## src/rtl/sfifo_pkg.sv

```systemverilog
package sfifo_pkg;
  localparam int unsigned SF_DATA_W = 32;
  localparam int unsigned SF_DEPTH  = 16;
endpackage

```

## src/rtl/sfifo_sync_gate.sv

```systemverilog
module sfifo_sync_gate (
  input  logic clk,
  input  logic rst_n,
  input  logic wait_en,
  input  logic sync_pulse,
  input  logic rearm,
  input  logic flush,
  input  logic sample_rdy,
  output logic wr_req,
  output logic seen
);
  logic seen_q, seen_d, sync_ok;

  always_comb begin
    seen_d = seen_q;
    if (rearm || flush)  seen_d = 1'b0;
    else if (sync_pulse) seen_d = 1'b1;
  end

  always_ff @(posedge clk or negedge rst_n) begin
    if (!rst_n) seen_q <= 1'b0;
    else        seen_q <= seen_d;
  end

  // a sync in the strobe's own cycle opens the gate for it
  assign sync_ok = (seen_q || sync_pulse) && !rearm && !flush;
  assign wr_req  = sample_rdy && (!wait_en || sync_ok);
  assign seen    = seen_q;
endmodule

```

## src/rtl/sfifo_store.sv

```systemverilog
module sfifo_store #(
  parameter int unsigned DATA_W = 32,
  parameter int unsigned DEPTH  = 16,
  localparam int unsigned AW = $clog2(DEPTH),
  localparam int unsigned CW = AW + 1
) (
  input  logic              clk,
  input  logic              rst_n,
  input  logic              wr_req,
  input  logic [DATA_W-1:0] wr_data,
  input  logic              rd_req,
  input  logic              flush,
  output logic [DATA_W-1:0] head,
  output logic [CW-1:0]     count,
  output logic              full,
  output logic              empty,
  output logic              wr_drop
);
  logic [DATA_W-1:0] mem [DEPTH];
  logic [AW-1:0] wr_ptr_q, wr_ptr_d, rd_ptr_q, rd_ptr_d;
  logic [CW-1:0] cnt_q, cnt_d;
  logic rd_ok, wr_ok;

  function automatic logic [AW-1:0] ptr_inc(input logic [AW-1:0] p);
    return (p == AW'(DEPTH - 1)) ? '0 : p + AW'(1);
  endfunction

  assign empty   = (cnt_q == '0);
  assign full    = (cnt_q == CW'(DEPTH));
  assign rd_ok   = rd_req && !empty && !flush;
  assign wr_ok   = wr_req && !flush && (!full || rd_ok);
  assign wr_drop = wr_req && !flush && full && !rd_req;

  always_comb begin
    wr_ptr_d = wr_ptr_q;
    rd_ptr_d = rd_ptr_q;
    cnt_d    = cnt_q;
    if (flush) begin
      wr_ptr_d = '0;
      rd_ptr_d = '0;
      cnt_d    = '0;
    end else begin
      if (wr_ok) wr_ptr_d = ptr_inc(wr_ptr_q);
      if (rd_ok) rd_ptr_d = ptr_inc(rd_ptr_q);
      case ({wr_ok, rd_ok})
        2'b10:   cnt_d = cnt_q + CW'(1);
        2'b01:   cnt_d = cnt_q - CW'(1);
        default: cnt_d = cnt_q;
      endcase
    end
  end

  always_ff @(posedge clk or negedge rst_n) begin
    if (!rst_n) begin
      wr_ptr_q <= '0;
      rd_ptr_q <= '0;
      cnt_q    <= '0;
    end else begin
      wr_ptr_q <= wr_ptr_d;
      rd_ptr_q <= rd_ptr_d;
      cnt_q    <= cnt_d;
    end
  end

  always_ff @(posedge clk) begin
    if (wr_ok) mem[wr_ptr_q] <= wr_data;
  end

  assign head  = mem[rd_ptr_q];
  assign count = cnt_q;

  a_r3_count_bound: assert property (@(posedge clk) disable iff (!rst_n)
    cnt_q <= CW'(DEPTH));
  a_r11_flush_empties: assert property (@(posedge clk) disable iff (!rst_n)
    flush |=> (cnt_q == '0));
  a_r6_pop_empty_noop: assert property (@(posedge clk) disable iff (!rst_n)
    (empty && rd_req && !wr_req) |=> $stable(cnt_q));
  a_r5_balanced_rw: assert property (@(posedge clk) disable iff (!rst_n)
    (!empty && rd_req && wr_req && !flush) |=> $stable(cnt_q));
endmodule

```

## src/rtl/sfifo_flags.sv

```systemverilog
module sfifo_flags #(
  parameter int unsigned DEPTH = 16,
  localparam int unsigned AW = $clog2(DEPTH),
  localparam int unsigned CW = AW + 1
) (
  input  logic          clk,
  input  logic          rst_n,
  input  logic          wr_drop,
  input  logic          ovf_clr,
  input  logic [CW-1:0] count,
  input  logic [AW-1:0] level,
  output logic          ovf,
  output logic          irq
);
  logic ovf_q, ovf_d;

  always_comb begin
    ovf_d = ovf_q;
    if (wr_drop)      ovf_d = 1'b1;
    else if (ovf_clr) ovf_d = 1'b0;
  end

  always_ff @(posedge clk or negedge rst_n) begin
    if (!rst_n) ovf_q <= 1'b0;
    else        ovf_q <= ovf_d;
  end

  assign ovf = ovf_q;
  assign irq = (count > {1'b0, level});

  a_r4_ovf_sticky: assert property (@(posedge clk) disable iff (!rst_n)
    (ovf_q && !ovf_clr) |=> ovf_q);
  a_r7_irq_when_full: assert property (@(posedge clk) disable iff (!rst_n)
    (count == CW'(DEPTH)) |-> irq);
endmodule

```

## src/rtl/sdf_sample_fifo.sv

```systemverilog
module sdf_sample_fifo #(
  parameter int unsigned DATA_W = sfifo_pkg::SF_DATA_W,
  parameter int unsigned DEPTH  = sfifo_pkg::SF_DEPTH,
  localparam int unsigned AW = $clog2(DEPTH),
  localparam int unsigned CW = AW + 1
) (
  input  logic              clk,
  input  logic              rst_n,
  input  logic [DATA_W-1:0] sample_i,
  input  logic              sample_rdy_i,
  input  logic              sync_pulse_i,
  input  logic              pop_i,
  input  logic              flush_i,
  input  logic              wait_sync_en_i,
  input  logic              rearm_i,
  input  logic [AW-1:0]     irq_level_i,
  input  logic              ovf_clr_i,
  output logic [DATA_W-1:0] head_o,
  output logic [CW-1:0]     count_o,
  output logic              empty_o,
  output logic              full_o,
  output logic              ovf_o,
  output logic              irq_o
);
  logic wr_req, wr_drop, sync_seen;

  sfifo_sync_gate u_gate (
    .clk        (clk),
    .rst_n      (rst_n),
    .wait_en    (wait_sync_en_i),
    .sync_pulse (sync_pulse_i),
    .rearm      (rearm_i),
    .flush      (flush_i),
    .sample_rdy (sample_rdy_i),
    .wr_req     (wr_req),
    .seen       (sync_seen)
  );

  sfifo_store #(.DATA_W(DATA_W), .DEPTH(DEPTH)) u_store (
    .clk     (clk),
    .rst_n   (rst_n),
    .wr_req  (wr_req),
    .wr_data (sample_i),
    .rd_req  (pop_i),
    .flush   (flush_i),
    .head    (head_o),
    .count   (count_o),
    .full    (full_o),
    .empty   (empty_o),
    .wr_drop (wr_drop)
  );

  sfifo_flags #(.DEPTH(DEPTH)) u_flags (
    .clk     (clk),
    .rst_n   (rst_n),
    .wr_drop (wr_drop),
    .ovf_clr (ovf_clr_i),
    .count   (count_o),
    .level   (irq_level_i),
    .ovf     (ovf_o),
    .irq     (irq_o)
  );

  a_r8_gate_blocks: assert property (@(posedge clk) disable iff (!rst_n)
    (wait_sync_en_i && !sync_seen && !sync_pulse_i) |=> (count_o <= $past(count_o)));
  a_r4_drop_sets_ovf: assert property (@(posedge clk) disable iff (!rst_n)
    (full_o && sample_rdy_i && !pop_i && !flush_i && (!wait_sync_en_i || sync_seen)) |=> ovf_o);
endmodule

```

## config.mk

```make
export PLATFORM = sky130hd
export DESIGN_NAME = sdf_sample_fifo
export DESIGN_NICKNAME = d
export VERILOG_FILES = /design/src/rtl/sfifo_pkg.sv /design/src/rtl/sfifo_sync_gate.sv /design/src/rtl/sfifo_store.sv /design/src/rtl/sfifo_flags.sv /design/src/rtl/sdf_sample_fifo.sv
export SDC_FILE = /design/constraint.sdc
export NUM_CORES = 1
export LEC_CHECK = 0
export BUFFER_PORTS_ARGS = -buffer_cell sky130_fd_sc_hd__buf_4
export CAP_MARGIN = 5
export CORE_MARGIN = 2
export CORE_UTILIZATION = 55
export DETAILED_ROUTE_END_ITERATION = 10
export PLACE_DENSITY = 0.75
export RECOVER_POWER = 25
export SLEW_MARGIN = 20
export SYNTH_ARGS = -nofsm -noshare
export SYNTH_HDL_FRONTEND = slang
export SYNTH_SLANG_ARGS = --single-unit
```

## constraint.sdc

```tcl
create_clock -name clk -period 4.1 [get_ports clk]
set_input_delay 0.82 -clock clk [delete_from_list [all_inputs] [get_ports clk]]
set_output_delay 0.82 -clock clk [all_outputs]
set_load 0.05 [all_outputs]
```

==> impl_results.md <==
* Syn Inst Count at 843
* DIE AREA at 0.0384 mm^2
* Worst hold path class: in -> async
* Required @ worst endpoint at 3280 ps
* Leakage at 7.24 nW
* RSZ-0062 raised after global routing: no
* Simple-gate share of the synthesized area at 1.44%
* Largest net degree at the start of global routing at 68
* Postcts setup bufs at 0
* WL met2 at 19800 um
* CTS tree: done
* PD cells at 581 mW/mm^2
* Critical setup path kind: reg -> out
* DRT iter0 DRCs at 851
* Register area share after synthesis at 77.6%
* DR WL/cell at 26.6 um
* Total GRT Usage at 21.0%
* Minimum clock period at 3770 ps
* P&R area growth vs syn at 14.9%
* CTS max path bufs at 3
* DR WL met3 at 2210 um
* Row cnt at 70
* Clock root cell: clkbuf_16
* Starting Density at 55.7%
* Max layer used: met5
* Worst skew pair latency at 560 ps
* Clock Pin Slew Worst Setup and Hold Paths at 60 ps
* Post_cts resized at 0
* Post-synth top area share at 75.8%
* Crit Path Max Fanout at 22
* Gpl congestion at 0.736
* ANT cells at 0
* Metal-1 WL at 16100 um
* Synth top area cells: edfxtp_1 76%, mux4_2 18%, dfrtp_1 1.8%
* # DRC at 0
* Primary FF master, synth: edfxtp_1
* Final period utilization at 92.0%
* Fraction of registers with async set or reset after synthesis at 2.85%
* Layout Skew at 15.5 ps
* Post-CTS Hold Buffers at 0
* Vias per cell at 6.17
* Complex-gate fraction of the synthesized area at 0.839%
* # port buffers at 85
* Max Clk Rate at 0.265 GHz
* Final #Nets at 1024
* First-pass GRT wire length at 59400 um
* Sink Count at 527
* Crit. End Element: primary output
* Grt total ovfl at 0
* Placed inst area at 0.0218 mm^2
* Pre-Repair DR Iteration Count at 5
* Vias in the first global route at 9614
* Synth Area in XOR/XNOR at 0.129%
* Mapped Area at 0.0203 mm^2
* Worst slew pin tran at 1120 ps
* Most numerous cell in the Yosys netlist: edfxtp_1
* Avg Cell Area, Syn at 24.1 um^2
* Core area at 0.0364 mm^2
* Adder-Cell Fraction of Synth Area at 0.839%
* EDFF count, synth at 512
* FF+latch count, synth at 527
* Layout cells sized above 1 at 34.1%
* Max capacitance violation total at 0
* Worst vdd ir at 0.000382 V
* Setup_tns at 0 ps
* Mapped Nets at 901
* Hold_ws at 339 ps
* Worst endpoint data arrival time at 2950 ps
* Rel. slew slack at 25.5%
* Die Wd at 196 um
* Antenna violations before repair at 1
* Post-DP HPWL at 20800 um
* Number of buffers created by CTS at 50
* Post-Layout Cell Count at 1469
* Final WL at 39000 um
* Synth cell types at 39
* Final setup fails at 0
* H-tree levels at 2
* Final slew viol count at 0
* Syn. warnings at 0
* Die Span Y at 196 um
* Via Count at 9060
* Biggest area consumer among synthesized cells: edfxtp_1
* Main combinational cell family by area after synthesis: multiplexers
* Boundary Pins at 86
* Worst setup SP type: register
* Result of the run: completed
* Synth cell count leaders: 512 x edfxtp_1, 160 x mux4_2, 23 x clkbuf_1
* Mux contribution to synthesized area at 18.1%
* Final Hold Violating Endpoints at 0
* Post-route ant nets at 0
* Placed Cells at 1382
* Post-route cell area at 0.0233 mm^2
[critical path: stages (launching register included)]
cell     delay [ps]
dfrtp_4         700
buf_4           390
mux4_2          550
mux4_2          510
buf_4           210
[placed cells by master, fill, tap and decap left out, drive strengths merged]
master | netlist | final
nor2b | 1 | 1
o32ai | 1 | 1
inv | 10 | 12
xor2 | 3 | 3
o21ai | 4 | 4
a31oi | 2 | 2
or3 | 3 | 3
edfxtp | 512 | 512
bufinv | 0 | 5
o31ai | 1 | 1
a211oi | 2 | 2
dfrtp | 15 | 15
mux2i | 5 | 5
buf | 20 | 90
a41oi | 1 | 1
mux2 | 1 | 1
mux4 | 160 | 160
nor3 | 6 | 6
a21oi | 7 | 7
nand3 | 2 | 2
nand4b | 2 | 2
a311oi | 1 | 1
clkinv | 0 | 15
nand2b | 6 | 6
nor2 | 19 | 19
and4 | 2 | 2
nand2 | 11 | 11
and2 | 1 | 1
fa | 1 | 1
nor3b | 3 | 3
clkbuf | 23 | 89
o31a | 1 | 1
a211o | 1 | 1
o21bai | 2 | 2
a21o | 2 | 2
ha | 12 | 12
[power breakdown]
group	internal, mW	leakage (nW)	switching (mW)
sequential	5.97	4.81	0.114
combinational	1.40	1.68	1.62
clock	2.59	0.763	1.86
total	9.96	7.24	3.59
[cell type report]
| type | count | area, um^2 |
|---|---|---|
| Clock buffer | 65 | 1330 |
| Clock inverter | 22 | 235 |
| Fill cell | 2358 | 13100 |
| Inverter | 10 | 37.5 |
| Multi-Input combinational cell | 263 | 4460 |
| Sequential cell | 527 | 15800 |
| Tap cell | 468 | 586 |
| Timing Repair Buffer | 114 | 916 |
[sequential cells by signal, indices dropped and copies added, names as in the netlist]
| register | cells |
|---|---|
| u_flags.ovf | 1 |
| u_gate.seen | 1 |
| u_store.count | 5 |
| u_store.mem | 512 |
| u_store.rd_ptr_q | 4 |
| u_store.wr_ptr_q | 4 |
[cells by family (layout without fill, tap and decap cells)]
logic type,count (synthesis),count (layout)
simple gates,56,56
compound gates,25,25
flops,527,527
xor+xnor,3,3
buf+inv,53,211
mux,166,166
fa+ha+maj,13,13
[per-layer routing]
layer	global-route usage [%]	vias to the layer above
li1	-	3860
met1	29.6	4803
met2	34.8	327
met3	3.34	68
met4	5.92	2
met5	0	-
[worst paths after layout]
path / startpoint / endpoint / slack [ps] / cells past startpoint
hold reg to reg: u_gate.seen / u_gate.seen / 530 / 2
setup / recovery: u_store.rd_ptr_q[0] / head_o[27] / 330 / 4
setup reg to reg: u_store.count[0] / u_store.count[4] / 1080 / 10
max in group asynchronous: rst_n / u_store.rd_ptr_q[1] / 3150 / 1
min in group clk: ovf_clr_i / u_flags.ovf / 440 / 2
hold / removal: rst_n / u_gate.seen / 340 / 1
[per-stage QoR]
stage          util [%]  power [mW]  worst slack (ps)
2_1_floorplan         -        8.48               284
3_3_place_gp       60.0        9.25               798
3_5_place_dp       60.0        9.27               778
4_1_cts            64.3        13.7               256
5_1_grt            64.0        14.0               205
6_report           64.0        13.6               329
No activity file was read; power rests on OpenSTA's default activity.
